===== config.mk =====
export PLATFORM = sky130hd
export DESIGN_NAME = fe_regfile
export DESIGN_NICKNAME = d
export VERILOG_FILES = /design/src/rtl/rf_pkg.sv /design/src/rtl/rf_wr_decode.sv /design/src/rtl/rf_store.sv /design/src/rtl/rf_read_port.sv /design/src/rtl/fe_regfile.sv
export SDC_FILE = /design/constraint.sdc
export NUM_CORES = 2
export LEC_CHECK = 0
export BUFFER_PORTS_ARGS = -buffer_cell sky130_fd_sc_hd__buf_2
export CORE_MARGIN = 4
export CORE_UTILIZATION = 55
export CTS_BUF_LIST = sky130_fd_sc_hd__clkbuf_2
export DETAILED_ROUTE_END_ITERATION = 16
export GPL_TIMING_DRIVEN = 1
export HOLD_SLACK_MARGIN = 0.05
export MAX_ROUTING_LAYER = met4
export PLACE_DENSITY = 0.71
export SYNTH_ARGS = -nofsm -noshare
export SYNTH_HDL_FRONTEND = slang
export SYNTH_SLANG_ARGS = --single-unit

===== constraint.sdc =====
create_clock -name clk -period 12.15 [get_ports clk]
set_input_delay 0.6075 -clock clk [delete_from_list [all_inputs] [get_ports clk]]
set_output_delay 0.6075 -clock clk [all_outputs]
set_load 0.02 [all_outputs]

===== src/rtl/rf_pkg.sv =====
package rf_pkg;

   // How the constant-zero entry is realised
   typedef enum logic [1:0] {
      ZR_NONE       = 2'd0,  // no constant-zero entry
      ZR_DROP_WRITE = 2'd1,  // no storage, writes discarded
      ZR_MASK_READ  = 2'd2   // storage kept, read buses forced to zero
   } zero_mode_e;

endpackage


===== src/rtl/rf_wr_decode.sv =====
module rf_wr_decode
   import rf_pkg::*;
#(
   parameter int         NUM_REGS  = 32,
   parameter int         IDX_W     = 5,
   parameter int         ZERO_IDX  = 31,
   parameter zero_mode_e ZERO_MODE = ZR_DROP_WRITE
) (
   input  logic                wr_en,
   input  logic [IDX_W-1:0]    wr_idx,
   output logic [NUM_REGS-1:0] wr_sel
);

   logic [NUM_REGS-1:0] raw_sel;

   always_comb begin
      raw_sel = '0;
      if (wr_en && (int'(wr_idx) < NUM_REGS)) begin
         raw_sel[wr_idx] = 1'b1;
      end
   end

   generate
      if (ZERO_MODE == ZR_DROP_WRITE) begin : g_drop
         localparam logic [NUM_REGS-1:0] KEEP = ~(NUM_REGS'(1) << ZERO_IDX);
         assign wr_sel = raw_sel & KEEP;
      end else begin : g_pass
         assign wr_sel = raw_sel;
      end
   endgenerate

endmodule


===== src/rtl/rf_store.sv =====
module rf_store
   import rf_pkg::*;
#(
   parameter int         NUM_REGS  = 32,
   parameter int         DATA_W    = 64,
   parameter int         ZERO_IDX  = 31,
   parameter zero_mode_e ZERO_MODE = ZR_DROP_WRITE
) (
   input  logic                             clk,
   input  logic [NUM_REGS-1:0]              wr_sel,
   input  logic [DATA_W-1:0]                wr_data,
   output logic [NUM_REGS-1:0][DATA_W-1:0]  entries
);

   generate
      for (genvar g = 0; g < NUM_REGS; g++) begin : g_ent
         if ((ZERO_MODE == ZR_DROP_WRITE) && (g == ZERO_IDX)) begin : g_const
            assign entries[g] = '0;
         end else begin : g_reg
            logic [DATA_W-1:0] q;
            always_ff @(negedge clk) begin
               if (wr_sel[g]) begin
                  q <= wr_data;
               end
            end
            assign entries[g] = q;
         end
      end
   endgenerate

endmodule


===== src/rtl/rf_read_port.sv =====
module rf_read_port
   import rf_pkg::*;
#(
   parameter int         NUM_REGS  = 32,
   parameter int         DATA_W    = 64,
   parameter int         IDX_W     = 5,
   parameter int         ZERO_IDX  = 31,
   parameter zero_mode_e ZERO_MODE = ZR_DROP_WRITE
) (
   input  logic [NUM_REGS-1:0][DATA_W-1:0] entries,
   input  logic [IDX_W-1:0]                rd_idx,
   output logic [DATA_W-1:0]               rd_data
);

   logic [DATA_W-1:0] picked;

   always_comb begin
      picked = '0;
      if (int'(rd_idx) < NUM_REGS) begin
         picked = entries[rd_idx];
      end
   end

   generate
      if (ZERO_MODE == ZR_MASK_READ) begin : g_mask
         localparam logic [IDX_W-1:0] ZSEL = IDX_W'(ZERO_IDX);
         assign rd_data = (rd_idx == ZSEL) ? '0 : picked;
      end else begin : g_plain
         assign rd_data = picked;
      end
   endgenerate

endmodule


===== src/rtl/fe_regfile.sv =====
module fe_regfile
   import rf_pkg::*;
#(
   parameter int         NUM_REGS  = 32,
   parameter int         DATA_W    = 64,
   parameter int         ZERO_IDX  = 31,
   parameter zero_mode_e ZERO_MODE = ZR_DROP_WRITE,
   localparam int        IDX_W     = $clog2(NUM_REGS)
) (
   input  logic              clk,
   input  logic              wr_en,
   input  logic [IDX_W-1:0]  wr_idx,
   input  logic [DATA_W-1:0] wr_data,
   input  logic [IDX_W-1:0]  rd_idx_a,
   output logic [DATA_W-1:0] rd_data_a,
   input  logic [IDX_W-1:0]  rd_idx_b,
   output logic [DATA_W-1:0] rd_data_b
);

   // elaboration-time parameter checks
   generate
      if (NUM_REGS < 2) begin : g_bad_depth
         $error("fe_regfile: NUM_REGS must be at least 2");
      end
      if (DATA_W < 1) begin : g_bad_width
         $error("fe_regfile: DATA_W must be positive");
      end
      if ((ZERO_MODE != ZR_NONE) && ((ZERO_IDX < 0) || (ZERO_IDX >= NUM_REGS))) begin : g_bad_zero
         $error("fe_regfile: ZERO_IDX out of range");
      end
   endgenerate

   logic [NUM_REGS-1:0]             wr_sel;
   logic [NUM_REGS-1:0][DATA_W-1:0] entry_q;

   rf_wr_decode #(
      .NUM_REGS (NUM_REGS),
      .IDX_W    (IDX_W),
      .ZERO_IDX (ZERO_IDX),
      .ZERO_MODE(ZERO_MODE)
   ) u_dec (
      .wr_en (wr_en),
      .wr_idx(wr_idx),
      .wr_sel(wr_sel)
   );

   rf_store #(
      .NUM_REGS (NUM_REGS),
      .DATA_W   (DATA_W),
      .ZERO_IDX (ZERO_IDX),
      .ZERO_MODE(ZERO_MODE)
   ) u_store (
      .clk    (clk),
      .wr_sel (wr_sel),
      .wr_data(wr_data),
      .entries(entry_q)
   );

   rf_read_port #(
      .NUM_REGS (NUM_REGS),
      .DATA_W   (DATA_W),
      .IDX_W    (IDX_W),
      .ZERO_IDX (ZERO_IDX),
      .ZERO_MODE(ZERO_MODE)
   ) u_rd_a (
      .entries(entry_q),
      .rd_idx (rd_idx_a),
      .rd_data(rd_data_a)
   );

   rf_read_port #(
      .NUM_REGS (NUM_REGS),
      .DATA_W   (DATA_W),
      .IDX_W    (IDX_W),
      .ZERO_IDX (ZERO_IDX),
      .ZERO_MODE(ZERO_MODE)
   ) u_rd_b (
      .entries(entry_q),
      .rd_idx (rd_idx_b),
      .rd_data(rd_data_b)
   );

endmodule


After elaboration in Yosys (flattened, before gate mapping)
Cells that the tools add are included.
{"block": "totals", "input_bits": 81, "reg_bits": 1984, "out_inout_bits": 128}
{"block": "op_classes", "n_mux": 7, "n_reduce_logical": 1, "magnitude_cmp": 4}
{"cell": "binary-select mux 64 bit (select 5 bit)", "count": 2}
{"cell": "two-way mux 64 bit", "count": 2}
{"cell": "two-way mux 31 bit", "count": 1}
{"cell": "less-than comparator 5 x 6 -> 1 bit (second input constant)", "count": 3}
{"cell": "demux 1 bit (select 5 bit)", "count": 1}
{"cell": "greater-or-equal comparator 5 x 1 -> 1 bit (second input constant)", "count": 1}
{"cell": "logical AND 1 bit", "count": 1}
{"cell": "two-way mux 1 bit", "count": 1}

Longest topological paths before layout
{"block": "depth", "word_depth": 5, "depth_mapped": 9}

By module
From an unflattened synthesis, not the netlist that was laid out.
{"block": "hier_totals", "cells_unflattened": 4120, "hier_area_um2": 92561.3}
{"mod": "rf_store", "cells_per_inst": 2050, "area_each_um2": 60065.1, "n_inst": 1}
{"mod": "rf_read_port", "cells_per_inst": 1011, "area_each_um2": 16129.2, "n_inst": 2}
{"mod": "rf_wr_decode", "cells_per_inst": 48, "area_each_um2": 237.7, "n_inst": 1}

==> out/summary.txt <==
Routed Antenna Nets -> 0
Clk pwr share -> 43.7%
Sequential area share after synthesis -> 63.6%
Syn_area_per_cell -> 14.9 µm²
Rows -> 151
Largest register FFs -> 1984
Via count -> 72300
Core Region -> 169000 µm²
Iteration-0 DRC Markers -> 9392
I/O pin cnt -> 209
DRT Wirelength -> 325000 µm
Slew @ Worst Pin -> 1.42 ns
Drt wl/cell -> 28.8 µm
Die H -> 421 µm
RSZ-0062 raised after global routing -> false
Delay-heaviest family, CP -> simple AND/OR/NAND/NOR gates
Clock Pin Slew Worst Setup and Hold Paths -> 0.06 ns
Input/output buffers -> 208
Status -> finished clean
Cell Area, Synth -> 93700 µm²
Die area -> 177000 µm²
Htree depth -> 6
Synth warn -> 0
Flip-flop and latch count after synthesis -> 1984
Fraction of registers with async set or reset after synthesis -> 0%
Final Slew Violations -> 0
Internal cell power -> 10.6 mW
Die Width -> 421 µm
Initial DRT Pass Iterations -> 12
Post-synth top flop -> edfxtp_1
Hold WC Path Type -> input pin to output pin
Post-route cell area -> 109000 µm²
Initial antenna violation count -> 39
Global-route wire length before repair -> 463000 µm
Number of global-route vias before repair -> 76800
Fill count -> 12800
Worst-path fanout max -> 2
Setup_tns -> 0 ns
Final Non-Filler Cells -> 11300
Initial Utilization -> 55.4%
Layout area overhead -> 16.2%
VDD IR max -> 0.0000753 V
Sequential cell fraction of total power -> 47.5%
Share of cells above drive strength 1 -> 13.5%
Grt total ovfl -> 0
Net load switching power -> 5.60 mW
Largest reg by FF count -> u_store.g_ent.g_reg.q
Largest net degree at the start of global routing -> 100
Post-cts gate resize count -> 0
Leak -> 48.0 nW
CTS Buffer Depth -> 4
Count of buffer and inverter cells on the critical path -> 1
Nets -> 8774
Post-DR vias/cell -> 6.40
CP max stage delay -> 0.97 ns
Power Dens Cells -> 149 nW/µm²
Comb pwr share -> 8.8%
Post-Place Cell Area -> 96700 µm²
CP startpoint kind -> register
CP cell instances -> mux2i_1 -> a22o_1 -> a221oi_1 -> nand3_1 -> nor3_1 -> buf_2
TritonCTS buffer count -> 563
HPWL Detailed -> 181000 µm
CP max stage cell -> nor3_1
Max transition margin -> 4.29%
Number of remaining DRC errors -> 0
Cell variety after synth -> 38
Routability cong. -> 0.886
Synth Instances -> 6284
Placed Cells -> 8363
Sinks on Clock Net -> 1984
Final WS setup -> 1.22 ns
Max-Cap Viols -> 0
Largest registers -> u_store.g_ent.g_reg.q x1984
Post-synth EDFFs -> 1984
Crit path required time -> 11.54 ns
CTS tree -> built
Syn_nets -> 6365
Hold-fix buffers, CTS -> 0
GRT Total Usage -> 37.2%
Setup Crit Path Kind -> register to output pin
Hold Vio Cnt, Final -> 0
Root buffer cell -> clkbuf_2
Sw frac -> 34.5%
Final setup vio count -> 0
Dpl ws -> 2.40 ns
Setup Fix Bufs, Post-CTS -> 0
Endpoint class of the critical path -> output pin
CP arrival -> 10.32 ns
## cells in the final DEF, fill, tap and decap left out, types with 69 or more instances in the layout
cell type      n
a211oi_1     128
nand3_1       84
a21oi_1      375
clkinvlp_2    69
mux2i_1     1774
a22oi_1      640
buf_2        200
buf_4        132
o211ai_1     137
nand4_1       73
inv_1       2219
nand2_1      140
clkbuf_2     583
edfxtp_1    1984
nor2b_1      133
## power by group through the flow
stage | sequential, mW | combinational [mW] | clock (mW)
2_1_floorplan | 7.79 | 0.799 | 0.965
3_3_place_gp | 7.79 | 1.36 | 0.965
3_5_place_dp | 7.80 | 1.38 | 0.965
4_1_cts | 7.70 | 1.38 | 7.24
5_1_grt | 7.68 | 1.46 | 8.16
6_report | 7.70 | 1.43 | 7.08
## layer usage
metal | vias to the layer above | wire length, µm | GRT usage [%]
met5 | - | 0 | -
met3 | 1219 | 42600 | 13.3
met1 | 35200 | 112000 | 42.4
met4 | 0 | 21600 | 28.0
met2 | 5304 | 149000 | 53.9
li1 | 30500 | - | -
## path summary, 6_finish.rpt
path,from,end,slack (ns),cells after the start
min,rd_idx_a[0],rd_data_a[8],1.94,5
max,u_store.g_ent[6].g_reg.q[10],rd_data_a[10],1.22,6
## cell usage after synthesis (3+ instances only)
master	instances	area share, %
nor3_2	53	0.57
nand3_1	84	0.45
buf_6	22	0.26
a221oi_2	50	0.80
buf_2	179	0.96
nand2_1	142	0.57
nor3_1	69	0.37
and2_1	5	0.033
a21oi_1	375	2.0
a22o_1	55	0.51
nand2b_1	3	0.020
nand4_1	73	0.49
clkbuf_1	148	0.59
nor2_2	4	0.027
buf_1	35	0.14
nor3b_1	5	0.040
mux4_2	9	0.22
clkbuf_4	4	0.032
edfxtp_1	1984	64
a221oi_1	5	0.047
or3b_2	3	0.028
a22oi_1	640	5.1
mux2i_1	1774	19
nor2b_1	140	0.93
o211ai_1	137	1.1
a211oi_1	128	1.0
buf_4	106	0.85
nor2_1	35	0.14
nand3b_1	5	0.040
## stage by stage
stage,utilization [%],hold slack [ns],total power [mW]
finish,64.3,1.94,16.2
detailed placement,57.1,1.94,10.1
floorplan,-,1.69,9.56
global route,64.3,1.97,17.3
global placement,57.1,1.93,10.1
CTS,64.2,1.94,16.3
## cell families after synthesis
kind of cell	share of synthesized area (%)
DFF	63.6
muxes	19.2
AOI/OAI and AO/OA	10.6
and+or+nand+nor	3.79
buffers and inverters	2.84
## cell type report
cell class	count	area, µm²	share of cell area (%)
diodes	36	90.1	0.0828
clock buffers	583	2920	2.68
clock inverters	2316	9150	8.41
multi-input cells	3804	31900	29.3
flip-flops and latches	1984	59600	54.7
well taps	2218	2780	2.55
repair buffers	356	2430	2.24
Power figures use the tool's default switching activity.
